==> src/rtl/lft_pkg.sv <==
`timescale 1ns/1ps
package lft_pkg;

  typedef enum logic {
    REGION_60 = 1'b0,
    REGION_50 = 1'b1
  } region_e;

  // Number of lines in a frame for the selected region.
  function automatic int unsigned frame_lines(region_e r, int unsigned l60, int unsigned l50);
    return (r == REGION_50) ? l50 : l60;
  endfunction

  // Increment per line for the selected region (fixed point).
  function automatic int unsigned line_inc(region_e r, int unsigned i60, int unsigned i50);
    return (r == REGION_50) ? i50 : i60;
  endfunction

endpackage

==> src/rtl/lft_phase_acc.sv <==
`timescale 1ns/1ps
module lft_phase_acc #(
  parameter int unsigned ACC_W     = 32,
  parameter int unsigned FRAC_BITS = 12,
  parameter int unsigned INC_60    = 8791293,
  parameter int unsigned INC_50    = 8864320
) (
  input  logic              clk,
  input  logic              rst_n,
  input  lft_pkg::region_e  region_q,
  output logic              line_end
);
  localparam int unsigned IW = ACC_W - FRAC_BITS;

  logic [ACC_W-1:0] acc_q;
  logic [ACC_W-1:0] inc_sel;
  logic [ACC_W-1:0] acc_next;
  logic [IW-1:0]    clk_cnt_q;

  always_comb begin
    inc_sel  = ACC_W'(lft_pkg::line_inc(region_q, INC_60, INC_50));
    acc_next = acc_q + inc_sel;
    line_end = (clk_cnt_q == acc_next[ACC_W-1:FRAC_BITS]);
  end

  always_ff @(posedge clk or negedge rst_n) begin
    if (!rst_n) begin
      acc_q     <= '0;
      clk_cnt_q <= '0;
    end else begin
      clk_cnt_q <= clk_cnt_q + 1'b1;
      if (line_end) acc_q <= acc_next;
    end
  end
endmodule

==> src/rtl/lft_line_seq.sv <==
`timescale 1ns/1ps
module lft_line_seq #(
  parameter int unsigned LINE_W      = 9,
  parameter int unsigned LINES_60    = 263,
  parameter int unsigned LINES_50    = 313,
  parameter int unsigned VBLANK_LINE = 240
) (
  input  logic              clk,
  input  logic              rst_n,
  input  logic              line_end,
  input  logic              region_sel,
  input  logic              interlace_en,
  output logic              line_tick,
  output logic [LINE_W-1:0] line_num,
  output logic              vblank_start,
  output logic              frame_pulse,
  output logic              field_odd,
  output logic              active,
  output lft_pkg::region_e  region_q
);
  localparam logic [LINE_W-1:0] VB_PREV = LINE_W'(VBLANK_LINE - 1);

  logic [LINE_W-1:0] last_line;
  logic              at_last;

  always_comb begin
    last_line = LINE_W'(lft_pkg::frame_lines(region_q, LINES_60, LINES_50) - 1);
    at_last   = (line_num == last_line);
  end

  always_ff @(posedge clk or negedge rst_n) begin
    if (!rst_n) begin
      line_tick    <= 1'b0;
      line_num     <= '0;
      vblank_start <= 1'b0;
      frame_pulse  <= 1'b0;
      field_odd    <= 1'b0;
      active       <= 1'b1;
      region_q     <= lft_pkg::REGION_60;
    end else begin
      line_tick    <= line_end;
      vblank_start <= 1'b0;
      frame_pulse  <= 1'b0;
      if (line_end) begin
        if (at_last) begin
          line_num    <= '0;
          frame_pulse <= 1'b1;
          active      <= 1'b1;
          region_q    <= lft_pkg::region_e'(region_sel);
          field_odd   <= interlace_en ? ~field_odd : 1'b0;
        end else begin
          line_num <= line_num + 1'b1;
          if (line_num == VB_PREV) begin
            vblank_start <= 1'b1;
            active       <= 1'b0;
          end
        end
      end
    end
  end
endmodule

==> src/rtl/lft_group_div.sv <==
`timescale 1ns/1ps
module lft_group_div #(
  parameter int unsigned GROUP = 32
) (
  input  logic clk,
  input  logic rst_n,
  input  logic line_end,
  output logic grp_tick
);
  localparam int unsigned GW = (GROUP > 2) ? $clog2(GROUP) : 1;

  logic [GW-1:0] cnt_q;
  logic          wrap;

  generate
    if ((GROUP & (GROUP - 1)) == 0) begin : g_pow2
      // Power of two: the counter wraps by itself.
      assign wrap = &cnt_q;
      always_ff @(posedge clk or negedge rst_n) begin
        if (!rst_n) cnt_q <= '0;
        else if (line_end) cnt_q <= cnt_q + 1'b1;
      end
    end else begin : g_mod
      assign wrap = (cnt_q == GW'(GROUP - 1));
      always_ff @(posedge clk or negedge rst_n) begin
        if (!rst_n) cnt_q <= '0;
        else if (line_end) cnt_q <= wrap ? '0 : cnt_q + 1'b1;
      end
    end
  endgenerate

  always_ff @(posedge clk or negedge rst_n) begin
    if (!rst_n) grp_tick <= 1'b0;
    else        grp_tick <= line_end & wrap;
  end
endmodule

==> src/rtl/line_frame_timer.sv <==
`timescale 1ns/1ps
module line_frame_timer #(
  parameter int unsigned ACC_W       = 32,
  parameter int unsigned FRAC_BITS   = 12,
  parameter int unsigned INC_60      = 8791293,
  parameter int unsigned INC_50      = 8864320,
  parameter int unsigned LINES_60    = 263,
  parameter int unsigned LINES_50    = 313,
  parameter int unsigned VBLANK_LINE = 240,
  parameter int unsigned SND_GROUP   = 32,
  parameter int unsigned LINE_W      = 9
) (
  input  logic              clk,
  input  logic              rst_n,
  input  logic              region_sel,
  input  logic              interlace_en,
  output logic              line_tick,
  output logic [LINE_W-1:0] line_num,
  output logic              vblank_start,
  output logic              frame_pulse,
  output logic              field_odd,
  output logic              snd_tick,
  output logic [31:0]       status_word
);
  localparam int unsigned PAD_W = 30 - LINE_W;

  // Internal events, named for the checker.
  logic             line_end;
  logic             active;
  lft_pkg::region_e region_q;

  lft_phase_acc #(
    .ACC_W(ACC_W), .FRAC_BITS(FRAC_BITS), .INC_60(INC_60), .INC_50(INC_50)
  ) u_acc (
    .clk(clk), .rst_n(rst_n), .region_q(region_q), .line_end(line_end)
  );

  lft_line_seq #(
    .LINE_W(LINE_W), .LINES_60(LINES_60), .LINES_50(LINES_50), .VBLANK_LINE(VBLANK_LINE)
  ) u_seq (
    .clk(clk), .rst_n(rst_n), .line_end(line_end), .region_sel(region_sel),
    .interlace_en(interlace_en), .line_tick(line_tick), .line_num(line_num),
    .vblank_start(vblank_start), .frame_pulse(frame_pulse), .field_odd(field_odd),
    .active(active), .region_q(region_q)
  );

  lft_group_div #(.GROUP(SND_GROUP)) u_grp (
    .clk(clk), .rst_n(rst_n), .line_end(line_end), .grp_tick(snd_tick)
  );

  assign status_word = {field_odd, active, {PAD_W{1'b0}}, line_num};
endmodule

==> config.mk <==
export PLATFORM = sky130hd
export DESIGN_NAME = line_frame_timer
export DESIGN_NICKNAME = d
export VERILOG_FILES = /design/src/rtl/lft_pkg.sv /design/src/rtl/lft_phase_acc.sv /design/src/rtl/lft_line_seq.sv /design/src/rtl/lft_group_div.sv /design/src/rtl/line_frame_timer.sv
export SDC_FILE = /design/constraint.sdc
export NUM_CORES = 1
export LEC_CHECK = 0
export BUFFER_PORTS_ARGS = -buffer_cell sky130_fd_sc_hd__buf_2
export CAP_MARGIN = 0
export CORE_MARGIN = 2
export CORE_UTILIZATION = 40
export CTS_BUF_LIST = sky130_fd_sc_hd__clkbuf_4
export DETAILED_ROUTE_END_ITERATION = 16
export PLACE_DENSITY = 0.57
export SLEW_MARGIN = 20
export SYNTH_ARGS = -nofsm -noshare
export SYNTH_HDL_FRONTEND = slang
export SYNTH_SLANG_ARGS = --single-unit
==> constraint.sdc <==
create_clock -name clk -period 11.32 [get_ports clk]
set_input_delay 1.698 -clock clk [delete_from_list [all_inputs] [get_ports clk]]
set_output_delay 1.698 -clock clk [all_outputs]
set_load 0.01 [all_outputs]
==> Word level (Yosys, flattened, before mapping) <==
Index checks and enable logic that the tools add are counted.
{ "totals": {"reg_bits": 73, "input_bits": 4, "wordCells": 36} }
{ "op_classes": {"n_addsub": 5, "n_eq_ne": 3, "n_mux": 11, "n_bitwise": 2, "n_reduce_logical": 4} }
{ "ops": {"columns": ["cell", "count"], "rows": [
  ["32-bit adder", 1],
  ["20-bit by 1-bit adder with 20-bit output, second input constant", 1],
  ["20-bit equality test", 1],
  ["17-bit 2-to-1 mux", 1],
  ["9-bit by 1-bit adder with 9-bit output, second input constant", 1],
  ["9-bit by 8-bit equality test with 1-bit output, second input constant", 1],
  ["9-bit equality test", 1],
  ["9-bit 2-to-1 mux", 1],
  ["9-bit by 1-bit subtractor with 9-bit output, second input constant", 1],
  ["1-bit 2-to-1 mux", 8],
  ["6-bit 2-to-1 mux", 1],
  ["5-bit by 1-bit adder with 5-bit output, second input constant", 1],
  ["5-bit AND reduction", 1],
  ["2-bit AND reduction", 2],
  ["2-bit nonzero test", 1],
  ["1-bit bitwise AND", 1],
  ["1-bit NOT", 1]
]} }

==> Logic depth before layout (Yosys ltp) <==
{ "logic_depth": {"ltp_word": 5, "mapped_depth": 14, "mapped_depth_nobuf": 12} }

==> By module <==
Synthesis repeated with hierarchy kept, for this count alone.
{ "unflattened": {"hier_cells": 497, "area_unflattened_um2": 4783.3} }
{ "modules_own_cells": {"columns": ["module", "instances", "cells_each", "area_each_um2"], "rows": [
  ["lft_phase_acc", 1, 380, 3583.4],
  ["lft_line_seq", 1, 67, 708.2],
  ["lft_group_div", 1, 17, 247.7],
  ["line_frame_timer", 1, 33, 244.0]
]} }

==> Worst setup path before layout <==
Ideal clock, no wire load.
{ "synth_path": {"path_kind": "reg2reg", "from": "reg u_seq.region_q", "to": "reg u_acc.acc_q[0]", "setup_time_ns": 0.125, "arrival_ns": 3.650, "setup_slack_ns": 7.545, "path_stages_with_launch": 13, "path_buffers": 1, "path_cell_list": "dfrtp_1 inv_1 ha_1 nand4_2 a21o_1 and3_1 or4_1 or4_4 nor4_4 nand4_4 nor2_4 buf_6 mux2_2"} }
{ "synth_between": {"elab_chain_len": 3} }
{ "synth_rtl": {"columns": ["element", "line_no", "rtl"], "rows": [
  ["start, declared", "lft_line_seq.sv:19", "output lft_pkg::region_e region_q"],
  ["start signal, assigned", "lft_line_seq.sv:39", "region_q <= lft_pkg::REGION_60;"],
  ["start signal, assigned", "lft_line_seq.sv:49", "region_q <= lft_pkg::region_e'(region_sel);"],
  ["17-bit 2-to-1 mux (*)", "lft_pkg.sv:16", "return (r == REGION_50) ? i50 : i60;"],
  ["32-bit adder (*)", "lft_phase_acc.sv:22", "acc_next = acc_q + inc_sel;"],
  ["20-bit equality test", "lft_phase_acc.sv:23", "line_end = (clk_cnt_q == acc_next[ACC_W-1:FRAC_BITS]);"],
  ["end signal, assigned", "lft_phase_acc.sv:32", "if (line_end) acc_q <= acc_next;"],
  ["end, declared", "lft_phase_acc.sv:15", "logic [ACC_W-1:0] acc_q;"]
]} }
Every way passes the cells marked *; elsewhere a longest branch is shown, timed or not.
A chain may end at the register's enable or synchronous reset.

==> Final worst setup path <==
{ "layout_path": {"from": "reg u_seq.region_q", "to": "reg u_acc.acc_q[5]"} }
Same word-level chain as after synthesis.

==> summary.md <==
| Metric | Value |
|---|---|
| Status | finished clean |
| Number of global-route vias before repair | about 4200 |
| Area growth syn-to-layout | 3.23% |
| Slew Limit Headroom | 0.377 |
| Slowest stage delay, CP | between 0.6 and 0.7 ns |
| Endpoints failing setup | 0 |
| H-Tree Depth | 3 |
| Layout Skew | 0.0231 ns |
| Crit path time final | 5.00 ns |
| Sequential area share after synthesis | 0.333 |
| Levels on crit path | 12 |
| CP Cell Sequence | inv_1 -> ha_1 -> ha_1 -> nand3_1 -> a211oi_1 -> o21ai_0 -> o21ai_0 -> o211ai_1 -> nor4b_1 -> nand4_4 -> nor2_4 -> mux2_2 |
| Sw Ratio | 0.263 |
| Setup CP Type | register to register |
| Yosys cell types | around 80 |
| DR vias | 4566 |
| Post-synth EDFFs | 0 |
| Syn Std Cell Area | 5500 um^2 |
| Grt ovf | 0 |
| PortBufs | 28 |
| Pin count of the biggest net entering global routing | 74 |
| Max Cap Violations | 0 |
| Hold depth | 1 |
| Clock root buffer master | clkbuf_4 |
| Via/cell ratio | 5.82 |
| Primary FF master, synth | dfrtp_1 |
| Drt first-iter violations | 426 |
| Average size of a mapped cell | roughly 9.1 um^2 |
| Post-DP HPWL | 10900 um |
| Final net count | 624 |
| Hold buffers post-CTS | 0 |
| Power per cell area | around 80 nW/um^2 |
| CP Launch Type | register |
| First-pass GRT wire length | 23900 um |
| Most frequent cells in the layout | dfrtp_1, nand3_1, xnor2_1, nand2_1 |
| Io pins | 50 |
| DR WL/cell | 18.5 um |
| Commonest non-fill, non-tap cell in the layout | dfrtp_1 |
| Final Hold Vio Count | 0 |
| RSZ-0062 raised after global routing | no |
| DRT Wirelength | 14500 um |
| Kind of end point of the critical path | register |
| Placed cell count | between 700 and 800 |
| Final Cycle Share | 0.442 |
| Initial antenna violation count | 0 |
| Critical Path AT | about 5.4 ns |
| Clk slew on worst S/H paths | roughly 0.13 ns |
| Critical path's top delay family | simple AND/OR/NAND/NOR gates |
| Switch Pwr | 0.120 mW |
| Fill cell count | 1368 |
| Reg area | 1830 um^2 |
| Worst slack, placed | 6.39 ns |
| Fin worst setup slack | 6.32 ns |
| Rows | 42 |
| Clock latency on the worst-skew pair | 0.48 ns |
| Initial Util | 0.412 |
| Share of post-route cells with drive strength above 1 | 0.148 |
| Die Ht | 121 um |
| N_diodes | 0 |
| Clk buf depth | 2 |
| Gr usage total | 0.210 |
| Post-cts sizing count | 0 |
| Worst min path class | register to register |
| Ys Warns | 0 |
| Combinational power share | 0.047 |
| Multi-input gate area | 3270 um^2 |
| Crit. Startpoint | u_seq.region_q |
| Mapped Cells | approximately 610 |
| Max FO, Critical Path | 22 |
| First drt pass iteration count | 4 |
| Fin cells | between 700 and 800 |
| Async SR Flop Fraction | 1.00 |
| Core ar. | 13300 um^2 |
| Peak Freq | between 150 and 200 MHz |
| Worst vdd ir | 72.9 uV |
| Max-slew violations | 0 |
| Required @ worst endpoint | 11.70 ns |
| FF-to-FF path depth | 12 |
| Die span in x | roughly 120 um |
| RePlAce Congestion | 1.01 |
| Internal cell power | 0.336 mW |
| Die ar. | ~15000 um^2 |
| Clk pwr share | 0.379 |
| Post-CTS setup buffers | 0 |
| Crit-path slowest cell | a211oi_1 |
| FF+latch count, synth | 73 |
| Reg2Reg Launch Point | u_seq.region_q |
| CTS sink cnt | 73 |
| Crit path buffers/inverters | 1 |
| Seq pwr share | 0.574 |
| Static Leak | 2.66 nW |
| Post-DRT Antenna Nets | 0 |
| Hold path startpoint | u_grp.cnt_q[3] |
| Post-route setup TNS | 0 ns |
| Slew @ Worst Pin | 0.934 ns |
| CTS Buf Count | 9 |
| TritonCTS clock tree | built |
| Drt drc | 0 |
-- flip-flops by register name (all words and copies together) (netlist names) --
register,flops
u_seq.active,1
u_seq.vblank_start,1
u_seq.field_odd,1
u_grp.cnt_q,5
u_seq.frame_pulse,1
u_acc.acc_q,32
u_seq.region_q,1
u_seq.line_tick,1
u_grp.grp_tick,1
u_seq.line_num,9
u_acc.clk_cnt_q,20
-- metal layers --
layer  vias up  track usage  wire [um]
met5         -            0          0
met4         0       0.0841        476
met3        36       0.0428        831
met2       157        0.299       6230
met1      2208        0.308       7010
li1       2165            -          -
-- power groups by stage --
stage          sequential [mW]  clock (mW)  combinational [mW]
2_1_floorplan            0.267           0              0.0180
5_1_grt                  0.262       0.193              0.0249
3_5_place_dp             0.267           0              0.0218
6_report                 0.262       0.173              0.0217
4_1_cts                  0.262       0.181              0.0219
3_3_place_gp             0.267           0              0.0218
-- layout make-up --
cell class                      count  share of cell area
Clock buffer                       10              0.0132
Clock inverter                      6              0.0117
Inverter                           14             0.00926
Multi-Input combinational cell    475               0.576
Sequential cell                    73               0.322
Tap cell                          176              0.0388
Timing Repair Buffer               31              0.0291
-- cells in the mapped netlist, types with 6 or more instances --
| cell | n | area [um^2] |
|---|---|---|
| a21oi_1 | 20 | 100 |
| a31oi_1 | 7 | 43.8 |
| and2_1 | 6 | 37.5 |
| and3_1 | 14 | 87.6 |
| buf_4 | 34 | 255 |
| buf_6 | 6 | 67.6 |
| clkbuf_1 | 17 | 63.8 |
| dfrtp_1 | 72 | 1800 |
| ha_1 | 16 | 200 |
| inv_1 | 14 | 52.6 |
| mux2_2 | 17 | 191 |
| nand2_1 | 36 | 135 |
| nand2b_1 | 8 | 50.1 |
| nand3_1 | 44 | 220 |
| nand4_1 | 13 | 81.3 |
| nor2_1 | 33 | 124 |
| nor3_1 | 26 | 130 |
| nor4_1 | 13 | 81.3 |
| o2111ai_1 | 9 | 78.8 |
| o211ai_1 | 9 | 67.6 |
| o21a_1 | 6 | 45.0 |
| o21ai_0 | 21 | 105 |
| xnor2_1 | 39 | 342 |
| xor2_1 | 33 | 289 |
-- cell families (layout without fill, tap and decap cells) --
logic type                 count (synthesis)  after routing  synth area share
and+or+nand+nor                          221            221             0.219
AOI/OAI and AO/OA                        124            124             0.167
buffers and inverters                     79             61            0.0867
xor gates and xnor gates                  73             73             0.118
DFF                                       73             73             0.333
muxes                                     20             20            0.0403
adders and majority gates                 16             16            0.0364
other                                      1             21          0.000682
-- per-stage QoR --
stage          power (mW)   util  area, um^2  hold WS (ns)
4_1_cts             0.465  0.425        5670         0.471
3_3_place_gp        0.288  0.415        5530         0.449
3_5_place_dp        0.289  0.415        5530         0.449
5_1_grt             0.479  0.425        5670         0.489
2_1_floorplan       0.285      -        5570         0.434
6_report            0.456  0.425        5670         0.470
-- path summary, 6_finish.rpt --
path,end,slack [ns]
max reg2reg,u_acc.acc_q[5],6.32
max,u_acc.acc_q[5],6.32
min in group asynchronous,u_acc.clk_cnt_q[2],1.33
min,u_grp.cnt_q[3],0.47
max in group asynchronous,u_acc.clk_cnt_q[15],9.34
min reg2reg,u_grp.cnt_q[3],0.47
No activity file was read; power rests on OpenSTA's default activity.
